==> src/rtl/ir_host_pkg.sv <==
package ir_host_pkg;
   typedef enum logic {
      MODE_DIRECT = 1'b0,
      MODE_QUEUED = 1'b1
   } host_mode_e;

   localparam int unsigned IR_BYTE_W = 8;
endpackage

==> src/rtl/ir_irq_enable.sv <==
module ir_irq_enable (
   input  logic clk,
   input  logic rst,
   input  logic wr,
   input  logic din,
   output logic en_q
);
   always_ff @(posedge clk) begin
      if (rst)     en_q <= 1'b0;
      else if (wr) en_q <= din;
   end

   // enable only changes on a write
   a_r5_enable_holds: assert property (@(posedge clk) disable iff (rst)
      !wr |=> $stable(en_q));
endmodule

==> src/rtl/ir_direct_regs.sv <==
module ir_direct_regs #(
   parameter int unsigned DEV_W = 7,
   parameter int unsigned CMD_W = 8
) (
   input  logic             clk,
   input  logic             rst,
   input  logic             load,
   input  logic [DEV_W-1:0] dev_in,
   input  logic [CMD_W-1:0] cmd_in,
   input  logic             clear,
   output logic [DEV_W-1:0] dev_q,
   output logic [CMD_W-1:0] cmd_q,
   output logic             pend
);
   always_ff @(posedge clk) begin
      if (rst) begin
         dev_q <= '0;
         cmd_q <= '0;
         pend  <= 1'b0;
      end else if (load) begin
         dev_q <= dev_in;
         cmd_q <= cmd_in;
         pend  <= 1'b1;
      end else if (clear) begin
         pend  <= 1'b0;
      end
   end

   // captured codes appear after the strobe edge
   a_r2_capture: assert property (@(posedge clk) disable iff (rst)
      load |=> (dev_q == $past(dev_in)) && (cmd_q == $past(cmd_in)));
   // a new pair always leaves the flag pending, even alongside a clear
   a_r3_pending_on_load: assert property (@(posedge clk) disable iff (rst)
      load |=> pend);
   // clear without a new pair drops pending
   a_r4_clear: assert property (@(posedge clk) disable iff (rst)
      (clear && !load) |=> !pend);
endmodule

==> src/rtl/ir_byte_fifo.sv <==
module ir_byte_fifo #(
   parameter int unsigned DEV_W  = 7,
   parameter int unsigned BYTE_W = 8,
   parameter int unsigned DEPTH  = 8
) (
   input  logic              clk,
   input  logic              rst,
   input  logic              push,
   input  logic [DEV_W-1:0]  dev_in,
   input  logic [BYTE_W-1:0] cmd_in,
   input  logic              pop,
   output logic [BYTE_W-1:0] head,
   output logic              empty,
   output logic              ovf
);
   localparam int unsigned PW = $clog2(DEPTH);
   localparam logic [PW:0] LIMIT = (PW+1)'(DEPTH - 2);
   localparam logic [PW:0] FULL  = (PW+1)'(DEPTH);

   logic [BYTE_W-1:0] mem [DEPTH];
   logic [PW-1:0]     wptr, rptr;
   logic [PW:0]       count;
   logic              accept, do_pop;

   assign accept = push && (count <= LIMIT);
   assign do_pop = pop && (count != '0);
   assign empty  = (count == '0);
   assign head   = empty ? '0 : mem[rptr];

   always_ff @(posedge clk) begin
      if (accept) begin
         mem[wptr]           <= {{(BYTE_W-DEV_W){1'b0}}, dev_in};
         mem[wptr + PW'(1)]  <= cmd_in;
      end
   end

   always_ff @(posedge clk) begin
      if (rst) begin
         wptr  <= '0;
         rptr  <= '0;
         count <= '0;
         ovf   <= 1'b0;
      end else begin
         if (accept) wptr <= wptr + PW'(2);
         if (do_pop) rptr <= rptr + PW'(1);
         count <= count + (accept ? (PW+1)'(2) : '0) - (do_pop ? (PW+1)'(1) : '0);
         if (push && !accept) ovf <= 1'b1;
      end
   end

   // occupancy never exceeds the storage
   a_r8_bound: assert property (@(posedge clk) disable iff (rst)
      count <= FULL);
   // a pair arriving with fewer than two free bytes adds nothing
   a_r8_drop: assert property (@(posedge clk) disable iff (rst)
      (push && count > LIMIT) |=> (count + (PW+1)'($past(do_pop))) == $past(count));
   // overflow is sticky
   a_r8_sticky: assert property (@(posedge clk) disable iff (rst)
      ovf |=> ovf);
   // popping an empty queue leaves it untouched
   a_r10_empty_pop: assert property (@(posedge clk) disable iff (rst)
      (pop && empty && !push) |=> empty && $stable(rptr));
endmodule

==> src/rtl/ir_code_host_if.sv <==
module ir_code_host_if
   import ir_host_pkg::*;
#(
   parameter host_mode_e  MODE  = MODE_QUEUED,
   parameter int unsigned DEV_W = 7,
   parameter int unsigned CMD_W = 8,
   parameter int unsigned DEPTH = 8
) (
   input  logic             clk,
   input  logic             rst,
   input  logic             code_valid,
   input  logic [DEV_W-1:0] dev_code,
   input  logic [CMD_W-1:0] cmd_code,
   input  logic             irq_en_wr,
   input  logic             irq_en_din,
   input  logic             ack,
   input  logic             rd_stb,
   output logic [IR_BYTE_W-1:0] rd_data,
   output logic [DEV_W-1:0] dev_out,
   output logic [CMD_W-1:0] cmd_out,
   output logic             irq,
   output logic             overflow
);
   initial begin
      assert (DEV_W >= 1 && DEV_W <= IR_BYTE_W) else $error("DEV_W must fit a byte");
      assert (CMD_W == IR_BYTE_W) else $error("CMD_W must equal the byte width");
      assert (DEPTH >= 2 && (DEPTH & (DEPTH - 1)) == 0) else $error("DEPTH must be a power of two >= 2");
   end

   logic en_q;

   ir_irq_enable u_en (
      .clk  (clk),
      .rst  (rst),
      .wr   (irq_en_wr),
      .din  (irq_en_din),
      .en_q (en_q)
   );

   generate
      if (MODE == MODE_QUEUED) begin : g_queued
         logic empty;
         logic sink_unused;
         assign sink_unused = ack;

         ir_byte_fifo #(.DEV_W(DEV_W), .BYTE_W(IR_BYTE_W), .DEPTH(DEPTH)) u_fifo (
            .clk    (clk),
            .rst    (rst),
            .push   (code_valid),
            .dev_in (dev_code),
            .cmd_in (cmd_code),
            .pop    (rd_stb),
            .head   (rd_data),
            .empty  (empty),
            .ovf    (overflow)
         );
         assign irq     = !empty && en_q;
         assign dev_out = '0;
         assign cmd_out = '0;
      end else begin : g_direct
         logic pend;

         ir_direct_regs #(.DEV_W(DEV_W), .CMD_W(CMD_W)) u_regs (
            .clk    (clk),
            .rst    (rst),
            .load   (code_valid),
            .dev_in (dev_code),
            .cmd_in (cmd_code),
            .clear  (ack || rd_stb),
            .dev_q  (dev_out),
            .cmd_q  (cmd_out),
            .pend   (pend)
         );
         assign irq      = pend && en_q;
         assign rd_data  = '0;
         assign overflow = 1'b0;
      end
   endgenerate

   // nothing is signalled in the cycle after a reset edge
   a_r1_reset_quiet: assert property (@(posedge clk)
      $past(rst) |-> (!irq && !overflow));
   // interrupt never shows while the enable is off
   a_r5_gated: assert property (@(posedge clk) disable iff (rst)
      (!en_q) |-> !irq);
endmodule

==> config.mk <==
export PLATFORM = sky130hd
export DESIGN_NAME = ir_code_host_if
export DESIGN_NICKNAME = d
export VERILOG_FILES = /design/src/rtl/ir_host_pkg.sv /design/src/rtl/ir_irq_enable.sv /design/src/rtl/ir_direct_regs.sv /design/src/rtl/ir_byte_fifo.sv /design/src/rtl/ir_code_host_if.sv
export SDC_FILE = /design/constraint.sdc
export NUM_CORES = 1
export LEC_CHECK = 0
export BUFFER_PORTS_ARGS = -buffer_cell sky130_fd_sc_hd__buf_2
export CAP_MARGIN = 5
export CORE_MARGIN = 2
export CORE_UTILIZATION = 50
export CTS_CLUSTER_DIAMETER = 50
export DETAILED_ROUTE_END_ITERATION = 12
export PLACE_DENSITY_LB_ADDON = 0.25
export SKIP_LAST_GASP = 1
export SYNTH_ARGS = -nofsm -noshare
export SYNTH_HDL_FRONTEND = slang
export SYNTH_SLANG_ARGS = --single-unit
==> constraint.sdc <==
create_clock -name clk -period 3.9 [get_ports clk]
set_input_delay 0.195 -clock clk [delete_from_list [all_inputs] [get_ports clk]]
set_output_delay 0.195 -clock clk [all_outputs]
set_load 0.05 [all_outputs]
==> flow_summary.json <==
{
  "skew_ps": 10.90,
  "synthesis.area_um2": 3129,
  "crit_required_ps": 3700,
  "antenna_found_initial": 0,
  "fin_crit_ps": 2535,
  "cp_num_buf_inv": 2,
  "fill_cells": 447,
  "grt_use_total_pct": 16.24,
  "place_hpwl_mm": 3.549,
  "seq_area_um2": 2082,
  "grt_max_degree": 16,
  "routed_wirelength_mm": 5.223,
  "layout-drive-gt1-share_pct": 23.64,
  "clockRootBuffer": "clkbuf_8",
  "critPathArrivalTime_ps": 2340,
  "io_pins": 47,
  "numCtsBuffers": 9,
  "status": "completed",
  "firstDrtPassIters": 4,
  "max-vdd-ir-drop_uv": 313.0,
  "synth_area_per_cell_um2": 17.29,
  "dieWidth_um": 83.11,
  "powerDensity_nw_per_um2": 667.8,
  "htree_levels": 3,
  "core_area_um2": 5991,
  "grt_pass1_vias": 1701,
  "yosysSeqAreaShare_pct": 66.53,
  "grt_setup_unrepaired": "false",
  "critPathMaxStageDelay_ps": 550,
  "setup.worst_path.start_class": "register",
  "cts_hold_buf": 0,
  "critPathMaxFanout": 7,
  "via_per_inst": 5.359,
  "overflow": 0,
  "clkLatencyLatePin_ps": 330,
  "hold_violations": 0,
  "syn_to_final_growth_pct": 11.00,
  "place_ws_ps": 1384,
  "crit_chain": "inv_1, ha_1, nor3b_1, nor2_1, a22o_1, buf_2",
  "cts-resized-gates": 0,
  "critPathCaptureType": "output port",
  "worstMarginPinSlew_ps": 848.6,
  "cts.path.max_buffers": 2,
  "ys_warn_count": 0,
  "setup_slack_ps": 1365,
  "crit_slowest_cell": "nor3b_1",
  "fmax_ghz": 0.3944,
  "cellLeakagePower_nw": 1.311,
  "finalCritPeriodShare_pct": 65.01,
  "grt_first_pass_wirelength_mm": 8.528,
  "wl_per_cell_um": 17.71,
  "maxSlewViolCount": 0,
  "tritoncts": "built",
  "num_rows": 28,
  "clk_pin_slew_ps": 80,
  "place.gp.congestion": 0.7816,
  "synth_seq_cells": 74,
  "finalSetupViolations": 0,
  "hold_class": "in2reg",
  "timing.max_slew.rel_slack_pct": 43.35,
  "start_util_pct": 52.23,
  "multi_input_area_um2": 890.9,
  "nets": 248,
  "diodes": 0,
  "die_height_um": 83.11,
  "clock_sinks": 74,
  "cts_setup_buffers": 0,
  "die_area_um2": 6907,
  "port_buffers": 30,
  "syn_inst": 181,
  "dr_total_vias": 1581,
  "maxCapViolations": 0,
  "postRouteAntennaNets": 0,
  "tns_ps": 0,
  "path_class": "reg2out",
  "synthDistinctLibCells": 33,
  "drc": 0,
  "initialDrtViolationCount": 102,
  "cp_top_family": "simple AND/OR/NAND/NOR gates"
}
[state kept, by name, summed over array words and instances (netlist names), named ones only]
signal / cells
g_queued.u_fifo.mem: 60
g_queued.u_fifo.count: 4
g_queued.u_fifo.rptr: 3
g_queued.u_fifo.wptr: 2
g_queued.u_fifo.ovf: 1
u_en.en_q: 1
[Yosys cell counts]
cell type	number	area, um^2
buf_6	1	11.26
inv_1	13	48.80
and3_1	1	6.260
buf_4	15	112.6
or3_1	1	6.260
a31o_2	1	8.760
mux2_2	1	11.26
fa_1	1	20.02
and2_1	6	37.54
buf_2	1	5.000
clkbuf_1	3	11.26
a311oi_1	1	8.760
mux4_1	11	289.0
xor2_1	1	8.760
or3b_4	1	11.26
nand2b_1	2	12.51
nor2_1	8	30.03
nor3b_1	1	7.510
conb_1	1	3.750
dfxtp_1	14	280.3
o21ai_0	3	15.01
nor3b_2	1	12.51
buf_12	1	20.02
ha_1	10	125.1
and3_2	1	7.510
nor2b_1	2	12.51
edfxtp_1	60	1802
a21oi_1	4	20.02
mux2i_1	2	20.02
a21boi_0	1	7.510
a22o_1	7	61.31
nand3_1	1	5.000
mux4_2	4	90.09
[placed cells by master, fill, tap and decap left out, drive strengths merged, types with 4 or more instances in the layout]
master / netlist / layout
edfxtp: 60 / 60
buf: 18 / 30
conb: 1 / 15
mux4: 15 / 15
dfxtp: 14 / 14
inv: 13 / 13
ha: 10 / 10
clkbuf: 3 / 9
nor2: 8 / 8
a22o: 7 / 7
and2: 6 / 6
a21oi: 4 / 4
clkinv: 0 / 4
[path summary, 6_finish.rpt]
kind                            start                   endpoint  slack (ps)  cells after the start
max reg2reg  g_queued.u_fifo.count[3]   g_queued.u_fifo.count[2]        1390                     10
min                       dev_code[5]  g_queued.u_fifo.mem[0][5]          80                      1
min reg2reg       g_queued.u_fifo.ovf        g_queued.u_fifo.ovf         460                      2
max          g_queued.u_fifo.count[2]                 rd_data[6]        1360                      6
[power breakdown]
group	switching [mW]	internal (mW)	total (mW)
registers	0.0695	0.962	1.03
clock network	0.260	0.353	0.612
logic	0.437	0.239	0.676
total	0.766	1.55	2.32
[layer usage]
layer / wire length [um] / part of all wire (%) / vias up / global-route usage (%)
met2: 2668 / 51 / 56 / 27.49
met4: 72 / 1.4 / 0 / 6.706
met5: 0 / 0 / - / 0
met1: 2235 / 43 / 788 / 20.08
met3: 246 / 4.7 / 11 / 3.877
li1: - / - / 726 / -
[per-stage QoR]
stage | hold WS [ps] | util (%) | power, mW | std cells | instance area [um^2]
final | 80.39 | 57.98 | 2.320 | 295 | 3473
after global routing | 66.32 | 57.98 | 2.434 | 295 | 3473
after CTS | 73.31 | 57.98 | 2.337 | 295 | 3473
after detailed placement | 422.4 | 54.51 | 1.734 | 279 | 3266
after global placement | 407.7 | 54.51 | 1.690 | 279 | 3266
after floorplan | 293.9 | - | 1.593 | 195 | 3182
[layout make-up]
cell class	count	share of cell area (%)
Sequential cell	74	59.94
Tap cell	75	2.702
Clock buffer	9	3.566
Clock inverter	7	2.414
Multi-Input combinational cell	87	25.65
Inverter	13	1.405
Timing Repair Buffer	30	4.323
[logic make-up after synthesis]
group	count (synthesis)	synth area share, %
DFF	74	66.53
buffers and inverters	34	6.677
and+or+nand+nor	25	4.758
muxes	18	13.11
AOI/OAI and AO/OA	17	3.879
adders and majority gates	11	4.638
other	1	0.1198
xor gates and xnor gates	1	0.2799
No activity file was read; power rests on OpenSTA's default activity.
